## config.mk

```make
export PLATFORM = sky130hd
export DESIGN_NAME = cfg_channel_engine
export DESIGN_NICKNAME = d
export VERILOG_FILES = /design/src/rtl/cfgchan_pkg.sv /design/src/rtl/cfgchan_ctrl.sv /design/src/rtl/cfgchan_dp.sv /design/src/rtl/cfg_channel_engine.sv
export SDC_FILE = /design/constraint.sdc
export NUM_CORES = 1
export LEC_CHECK = 0
export ABC_AREA = 1
export CAP_MARGIN = 10
export CELL_PAD_IN_SITES_DETAIL_PLACEMENT = 1
export CELL_PAD_IN_SITES_GLOBAL_PLACEMENT = 1
export CORE_AREA = 3 3 143 131
export DETAILED_ROUTE_END_ITERATION = 10
export DIE_AREA = 0 0 146 134
export DONT_BUFFER_PORTS = 1
export PLACE_DENSITY = 0.84
export SYNTH_ARGS = -nofsm -noshare
export SYNTH_HDL_FRONTEND = slang
export SYNTH_SLANG_ARGS = --single-unit
```

## constraint.sdc

```tcl
create_clock -name clk -period 3.5 [get_ports clk]
set_clock_uncertainty 0.2 [all_clocks]
set_input_delay 1.05 -clock clk [delete_from_list [all_inputs] [get_ports clk]]
set_output_delay 1.05 -clock clk [all_outputs]
set_load 0.01 [all_outputs]
```

## src/rtl/cfgchan_pkg.sv

```systemverilog
package cfgchan_pkg;

  localparam int WORD_W = 32;
  localparam int DEV_W = 12;
  localparam int FUNC_W = 6;
  localparam int DEV_LSB = 0;
  localparam int FUNC_LSB = 20;
  localparam int DIR_BIT = 30;
  localparam int GO_BIT = 31;

  // bits that survive storage: device, function, direction
  localparam logic [WORD_W-1:0] KEEP_MASK = 32'h43F0_0FFF;
  localparam logic [WORD_W-1:0] CTRL_RESET = 32'h0010_0000;
  localparam logic [FUNC_W-1:0] FUNC_OSC = 6'd1;

  typedef struct packed {
    logic capture;   // accept control write
    logic launch;    // accepted write carries the launch bit
    logic loadData;  // accept outgoing data write
    logic finish;    // complete the pending transaction
  } chanStrobes_t;

endpackage

```

## src/rtl/cfgchan_ctrl.sv

```systemverilog
module cfgchan_ctrl
  import cfgchan_pkg::*;
(
  input  logic         clk,
  input  logic         rstN,
  input  logic         ctrlWrEn,
  input  logic         startReq,
  input  logic         dataOutWrEn,
  output chanStrobes_t strb,
  output logic         busy
);

  typedef enum logic [1:0] {ST_IDLE, ST_RUN, ST_FINAL} chanState_t;

  chanState_t state, stateNext;

  always_comb begin
    strb = '0;
    strb.capture  = ctrlWrEn && (state == ST_IDLE);
    strb.launch   = strb.capture && startReq;
    strb.loadData = dataOutWrEn && (state == ST_IDLE);
    strb.finish   = (state == ST_FINAL);
  end

  always_comb begin
    stateNext = state;
    unique case (state)
      ST_IDLE:  if (strb.launch) stateNext = ST_RUN;
      ST_RUN:   stateNext = ST_FINAL;
      ST_FINAL: stateNext = ST_IDLE;
      default:  stateNext = ST_IDLE;
    endcase
  end

  always_ff @(posedge clk) begin
    if (!rstN) state <= ST_IDLE;
    else       state <= stateNext;
  end

  assign busy = (state != ST_IDLE);

  // busy lasts exactly two cycles
  assert_busy_min_R4: assert property (@(posedge clk) disable iff (!rstN)
    $rose(busy) |=> busy);
  assert_busy_max_R4: assert property (@(posedge clk) disable iff (!rstN)
    (busy && $past(busy)) |=> !busy);
  // a control write without the launch bit leaves the engine idle
  assert_no_launch_R10: assert property (@(posedge clk) disable iff (!rstN)
    (ctrlWrEn && !startReq && !busy) |=> !busy);

endmodule

```

## src/rtl/cfgchan_dp.sv

```systemverilog
module cfgchan_dp
  import cfgchan_pkg::*;
#(
  parameter int NUM_OSC = 3,
  parameter logic [NUM_OSC*32-1:0] OSC_RESET = '0
) (
  input  logic                    clk,
  input  logic                    rstN,
  input  chanStrobes_t            strb,
  input  logic                    busyIn,
  input  logic                    rawCtrlWr,
  input  logic                    rawDataWr,
  input  logic [WORD_W-1:0]       ctrlWrData,
  input  logic [WORD_W-1:0]       dataOutWrData,
  output logic [WORD_W-1:0]       ctrlRead,
  output logic [WORD_W-1:0]       statusRead,
  output logic [WORD_W-1:0]       dataOutRead,
  output logic [WORD_W-1:0]       dataRtnRead,
  output logic [NUM_OSC*32-1:0]   oscBus
);

  localparam logic [DEV_W:0] OSC_LIMIT = (DEV_W+1)'(NUM_OSC);

  logic [WORD_W-1:0] ctrlReg, statusReg, dataOutReg, dataRtnReg;
  logic [WORD_W-1:0] oscReg [NUM_OSC];
  logic [DEV_W-1:0]  devIdx;
  logic [FUNC_W-1:0] funcCode;
  logic              isWrite, cmdValid;
  logic [WORD_W-1:0] rdMux;

  assign devIdx   = ctrlReg[DEV_LSB +: DEV_W];
  assign funcCode = ctrlReg[FUNC_LSB +: FUNC_W];
  assign isWrite  = ctrlReg[DIR_BIT];
  assign cmdValid = (funcCode == FUNC_OSC) && ({1'b0, devIdx} < OSC_LIMIT);

  always_comb begin
    rdMux = '0;
    for (int i = 0; i < NUM_OSC; i++) begin
      if (devIdx == DEV_W'(i)) rdMux = oscReg[i];
    end
  end

  always_ff @(posedge clk) begin
    if (!rstN) begin
      ctrlReg    <= CTRL_RESET;
      statusReg  <= '0;
      dataOutReg <= '0;
      dataRtnReg <= '0;
    end else begin
      if (strb.capture) begin
        ctrlReg   <= ctrlWrData & KEEP_MASK;
        statusReg <= '0;
      end else if (strb.finish) begin
        statusReg <= {30'd0, !cmdValid, 1'b1};
      end
      if (strb.loadData) dataOutReg <= dataOutWrData;
      if (strb.finish && cmdValid && !isWrite) dataRtnReg <= rdMux;
    end
  end

  for (genvar g = 0; g < NUM_OSC; g++) begin : gen_osc
    always_ff @(posedge clk) begin
      if (!rstN)
        oscReg[g] <= OSC_RESET[g*32 +: 32];
      else if (strb.finish && cmdValid && isWrite && devIdx == DEV_W'(g))
        oscReg[g] <= dataOutReg;
    end
    assign oscBus[g*32 +: 32] = oscReg[g];
  end

  assign ctrlRead    = ctrlReg;
  assign statusRead  = statusReg;
  assign dataOutRead = dataOutReg;
  assign dataRtnRead = dataRtnReg;

  // done rises only as a busy window closes
  assert_done_after_busy_R4: assert property (@(posedge clk) disable iff (!rstN)
    $rose(statusReg[0]) |-> $past(busyIn));
  // a failed transaction keeps the return register
  assert_rtn_kept_R7: assert property (@(posedge clk) disable iff (!rstN)
    (strb.finish && !cmdValid) |=> $stable(dataRtnReg));
  // writes during busy do not disturb stored registers
  assert_ctrl_ignored_R8: assert property (@(posedge clk) disable iff (!rstN)
    (rawCtrlWr && busyIn) |=> $stable(ctrlReg));
  assert_data_ignored_R8: assert property (@(posedge clk) disable iff (!rstN)
    (rawDataWr && busyIn) |=> $stable(dataOutReg));
  // the bank changes only on a finishing write
  assert_bank_quiet_R6: assert property (@(posedge clk) disable iff (!rstN)
    !strb.finish |=> $stable(oscBus));

endmodule

```

## src/rtl/cfg_channel_engine.sv

```systemverilog
module cfg_channel_engine
  import cfgchan_pkg::*;
#(
  parameter int NUM_OSC = 3,
  parameter logic [NUM_OSC*32-1:0] OSC_RESET =
    {32'h0165_A0BC, 32'h02DC_6C00, 32'h017D_7840}
) (
  input  logic                  clk,
  input  logic                  rstN,
  input  logic                  ctrlWrEn,
  input  logic [31:0]           ctrlWrData,
  input  logic                  dataOutWrEn,
  input  logic [31:0]           dataOutWrData,
  output logic [31:0]           ctrlRead,
  output logic [31:0]           statusRead,
  output logic [31:0]           dataOutRead,
  output logic [31:0]           dataRtnRead,
  output logic                  busy,
  output logic [NUM_OSC*32-1:0] oscBus
);

  chanStrobes_t strb;

  cfgchan_ctrl u_ctrl (
    .clk        (clk),
    .rstN       (rstN),
    .ctrlWrEn   (ctrlWrEn),
    .startReq   (ctrlWrData[GO_BIT]),
    .dataOutWrEn(dataOutWrEn),
    .strb       (strb),
    .busy       (busy)
  );

  cfgchan_dp #(.NUM_OSC(NUM_OSC), .OSC_RESET(OSC_RESET)) u_dp (
    .clk          (clk),
    .rstN         (rstN),
    .strb         (strb),
    .busyIn       (busy),
    .rawCtrlWr    (ctrlWrEn),
    .rawDataWr    (dataOutWrEn),
    .ctrlWrData   (ctrlWrData),
    .dataOutWrData(dataOutWrData),
    .ctrlRead     (ctrlRead),
    .statusRead   (statusRead),
    .dataOutRead  (dataOutRead),
    .dataRtnRead  (dataRtnRead),
    .oscBus       (oscBus)
  );

endmodule

```

Yosys cells after proc, flatten, opt, wreduce, memory -nomap -nowiden
Memories as Yosys holds them, arrays and structs flattened.
Cells that the tools add are included.
W data, S select, Z words.

storage, ports and cells
  register bits after elaboration = 87
  RAM bits = 96
  input bits = 68
  output and inout port bits = 225
  memories kept = 1

operators by class
  order comparisons = 1
  eq/ne operators = 6
  multiplexer cells = 18
  bitwise gates (word level) = 4
  reduce and logical (&&, ||, !) cells = 16

memory list
  name         depth  bits a word  rd ports  clocked after memory_dff  wr ports  line              text
  u_dp.oscReg  3      32           3         0                         3         cfgchan_dp.sv:25  logic [WORD_W-1:0] oscReg [NUM_OSC];

operators by type and width
  kind                   count
  $mux W32               6
  $eq A12 B1 Y1 const B  1
  $eq A12 B2 Y1 const B  1
  $logic_not A12 Y1      1
  $lt A12 B2 Y1 const B  1
  $logic_and A1 B1 Y1    10
  $mux W1                10
  $eq A6 B1 Y1 const B   1
  $pmux W2 S2            1
  $or A1 B1 Y1           3
  $eq A2 B1 Y1 const B   1
  $eq A2 B2 Y1 const B   1
  $logic_not A1 Y1       2
  $logic_not A2 Y1       1
  $mux W2                1
  $ne A2 B2 Y1 const B   1
  $reduce_bool A2 Y1     1
  $reduce_or A2 Y1       1
  $not A1 Y1             1

Depth between registers and ports, before layout
  depth after elaboration = 9
  depth in mapped cells = 10
  gate-level depth less buffers = 8

Modules after synthesis
From an unflattened synthesis, not the netlist that was laid out.

second synthesis, totals
  cells, all modules = 855
  area, all modules = 7,679.9 µm²

by module, submodules not included
  module        times used  cells an instance  area an instance (µm²)  sequential area each (µm²)
  cfgchan_dp    1           839                7,576.0                 4,584.4
  cfgchan_ctrl  1           16                 103.8                   40.0

Worst setup path after synthesis
Ideal clock, no wire load.

  path kind = input to register
  from = in rstN
  to = mem u_dp.oscReg[0][0] (enable)
  arrival = 2.136 ns
  slack = 0.686 ns
  stages = 3
  buffers on the path = 2
  cell sequence = buf_2 -> clkbuf_1 -> nand2_1

RTL lines
  item                line                     text
  start: declaration  cfg_channel_engine.sv:9  input logic rstN,
  end: declaration    cfgchan_dp.sv:25

Worst setup path in the final report
  from = reg u_dp.ctrlReg[4] (netlist: u_dp.ctrlRead[4])
  to = reg u_dp.dataRtnReg[0] (netlist: u_dp.dataRtnRead[0])

on the way
  word-level cells in the longest chain between the ends = 4

ends and longest elaborated chain
  item                                                          line                                text
  start: declaration                                            cfgchan_dp.sv:24                    logic [WORD_W-1:0] ctrlReg, statusReg, dataOutReg, dataRtnReg;
  start signal: assignment                                      cfgchan_dp.sv:51                    ctrlReg <= ctrlWrData & KEEP_MASK;
  $lt A12 B2 Y1 or $logic_not A12 Y1 (tied branches)            cfgchan_dp.sv:34, cfgchan_dp.sv:39
  $logic_and A1 B1 Y1 or $mux W32 (tied branches)               cfgchan_dp.sv:34, cfgchan_dp.sv:39
  $logic_and A1 B1 Y1 or $mux W32 (tied branches) (2 in a row)  cfgchan_dp.sv:57, cfgchan_dp.sv:39
  end signal: assignment                                        cfgchan_dp.sv:57                    if (strb.finish && cmdValid && !isWrite) dataRtnReg <= rdMux;
  end: declaration                                              cfgchan_dp.sv:24

Parallel ways exist; a longest one is shown, timed or not.
A chain may end at the register's enable or synchronous reset.

==> results.py <==
metrics = {
    "grt": {
        "grt_use_total_pct": 23.2,
        "grt_pass1_wl_mm": 35.1,
        "grt_pass1_vias": 5892,
        "globalRoute.totalOverflow": 0,
        "grt_start_max_net_pins": 75,
        "antenna_found_initial": 0,
    },
    "sta": {
        "hold_viol_final": 0,
        "drv_slew": 0,
        "finalSetupViolations": 0,
        "fmax_ghz": 0.370,
        "fin_tns_setup_ns": 0,
        "worst_slew_pin_slew_ns": 0.740,
        "relSlewSlack_pct": 50.6,
        "min_period_ns": 2.71,
        "fin_crit_sh_pct": 77.3,
        "grt_setup_unrepaired": "false",
        "timing.hold.ws_ns": 0.315,
    },
    "setup_path": {
        "cp-end-kind": "flip-flop",
        "rrSetupSlack_ns": 0.79,
        "worstReg2RegStart": "u_dp.ctrlRead[4]",
        "slowest_delay_ns": 0.48,
        "worst-r2r-cell-count": 9,
        "crit_family": "simple AND/OR/NAND/NOR gates",
        "reg2reg_to": "u_dp.dataRtnRead[0]",
        "path_max_fanout": 36,
        "crit_slowest_cell": "nand4_4",
        "startpoint_type": "flip-flop",
        "crit_buf_inv": 2,
        "crit_type": "flip-flop to flip-flop",
        "arrival_ns": 2.86,
        "required_ns": 3.65,
        "path_cells": "nor2_1 > nand2_1 > nor2_4 > buf_4 > nand4_4 > buf_4 > nor2_1 > nand2_1 > a21oi_1",
    },
    "placement": {
        "dp_hpwl_mm": 15.3,
        "gp_congestion": 0.761,
        "dpl-instance-area_mm2": 0.00782,
        "port_buffers": 0,
        "dp_cells": 1027,
    },
    "min_path": {
        "min_from": "u_dp.dataRtnRead[15]",
        "min_path_cells": 2,
        "holdPathEnd": "u_dp.dataRtnRead[15]",
        "min_path_type": "flip-flop to flip-flop",
    },
    "final_layout": {
        "antenna_cells": 0,
        "synthToLayoutAreaGrowth_pct": 7.30,
        "fin_nets": 874,
        "drive_gt1_share_pct": 10.9,
        "fin_cells": 1059,
        "fin_area_mm2": 0.00846,
        "fillCellCount": 2031,
    },
    "floorplanning": {
        "core-area_mm2": 0.0174,
        "pin_count": 293,
        "start_util_pct": 45.2,
        "rows": 46,
        "die_w_um": 146,
        "fp.dieH_um": 134,
        "dieArea_mm2": 0.0196,
    },
    "power": {
        "p_leak_nw": 3.05,
        "seq_power_share_pct": 49.7,
        "combPwrFrac_pct": 7.8,
        "ir_drop_v": 0.000313,
        "p_total_mw": 4.87,
        "switching_share_pct": 25.5,
        "power_switching_mw": 1.24,
        "internal_power_mw": 3.63,
        "clockPowerShare_pct": 42.5,
        "power_density_mw_per_mm2": 576,
    },
    "detailed_routing": {
        "num_vias": 5830,
        "drt_iter0_drc": 275,
        "wire_per_inst_um": 21.8,
        "route.detailed.drc": 0,
        "ant_nets": 0,
        "wl_mm": 23.1,
        "drt_first_pass_iters": 4,
        "routed_via_density": 5.51,
    },
    "cts": {
        "clk_pin_slew_ns": 0.07,
        "cts_buffers": 17,
        "clkSinkCount": 183,
        "cts_root_buffer": "clkbuf_16",
        "cts_tree": "done",
        "hold_buffers": 0,
        "clock_latency_ns": 0.42,
        "clockBufferDepth": 2,
        "cts_setup_buffers": 0,
        "post_cts_resized": 0,
        "htreeDepth": 4,
    },
    "synth": {
        "yosysUniqueCellTypes": 27,
        "yosys_most_used_dff": "edfxtp_1",
        "synth_edf_count": 96,
        "synthMostInstantiatedCell": "nor2_1",
        "synth_seq_cells": 183,
        "synth_cells": 831,
        "yosysTopAreaCell": "edfxtp_1",
        "syn_area_per_cell_um2": 9.49,
        "synth_area_leaders": "edfxtp_1, dfxtp_1, nand3_1",
        "ys_warn_count": 0,
        "synth_commonest_cells": "nor2_1, nand3_1, edfxtp_1, nand2_1, dfxtp_1",
        "synth.cell_area_mm2": 0.00789,
        "netlist.area_leader.share_pct": 36.6,
        "synth-async-reset-ratio_pct": 0,
        "ys_seq_area_share_pct": 58.6,
    },
    "outcome": {
        "status": "finished clean",
    },
    "job": {
        "maxCapViolations": 0,
    },
}
cells in the final DEF (no fill, tap or decap), types with 3 or more instances in the layout:
cell type	instances
nor2_1	117
nand3_1	99
edfxtp_1	96
nand2_1	88
dfxtp_1	87
a21oi_1	66
inv_1	48
conb_1	43
o21ai_0	42
nand4_1	34
nor2_2	24
clkbuf_16	18
buf_4	13
a22o_1	8
nand2_2	5
inv_2	4
nand3_2	3
clkinv_2	3
bufinv_16	3
worst min-delay path, cell delays in order (launching register included):
cell     delay [ns]
dfxtp_1        0.34
nand2_1        0.07
a21oi_1        0.06
kinds of logic after synthesis:
group / after synthesis / share of synthesized area, %
AOI/OAI and AO/OA: 116 / 7.74
DFF: 183 / 58.6
other: 1 / 0.0476
buffers and inverters: 153 / 11.1
and+or+nand+nor: 378 / 22.5
state kept, by name (all words and copies together) (netlist names):
name              flops
u_dp.oscReg          96
u_dp.dataOutRead     32
u_dp.dataRtnRead     32
u_dp.ctrlRead        19
u_ctrl.state          2
u_dp.statusRead       2
stage by stage:
| stage | util (%) | setup slack [ns] |
|---|---|---|
| 5_1_grt | 48.5 | 0.513 |
| 3_5_place_dp | 44.9 | 0.810 |
| 4_1_cts | 48.5 | 0.770 |
| 2_1_floorplan | - | 0.686 |
| 6_report | 48.5 | 0.795 |
| 3_3_place_gp | 44.9 | 0.834 |
power by group through the flow:
stage / combinational [mW] / sequential, mW / clock, mW
6_report: 0.380 / 2.42 / 2.07
5_1_grt: 0.427 / 2.42 / 2.20
4_1_cts: 0.381 / 2.42 / 2.10
2_1_floorplan: 0.324 / 2.44 / 0
3_5_place_dp: 0.378 / 2.47 / 0
3_3_place_gp: 0.362 / 2.46 / 0
worst max-delay path by stage:
stage,startpoint,to,cells after the start
global route,u_dp.ctrlRead[4],u_dp.dataRtnRead[27],9
global placement,u_dp.ctrlRead[8],u_dp.dataRtnRead[27],9
finish,u_dp.ctrlRead[4],u_dp.dataRtnRead[0],9
CTS,u_dp.ctrlRead[8],u_dp.dataRtnRead[27],9
detailed placement,u_dp.ctrlRead[8],u_dp.dataRtnRead[21],9
floorplan,rstN,u_dp.oscReg[0][0],3
per-layer routing:
layer / track usage (%) / part of all wire, % / up-vias
met4: 6.17 / 1.2 / 0
met3: 8.61 / 9.3 / 19
met2: 38.9 / 49 / 223
li1: - / - / 2679
met5: 0 / 0 / -
met1: 28.4 / 41 / 2909
final cells by class:
cell class	instances	area [µm²]	share of cell area (%)
inverter	52	195	2.31
timing repair buffer	15	138	1.63
multi-input combinational	537	2560	30.3
clock buffer	20	478	5.65
sequential	183	4620	54.7
tap	240	300	3.55
clock inverter	12	160	1.89
Note: power is estimated with default switching activity, not from simulation.
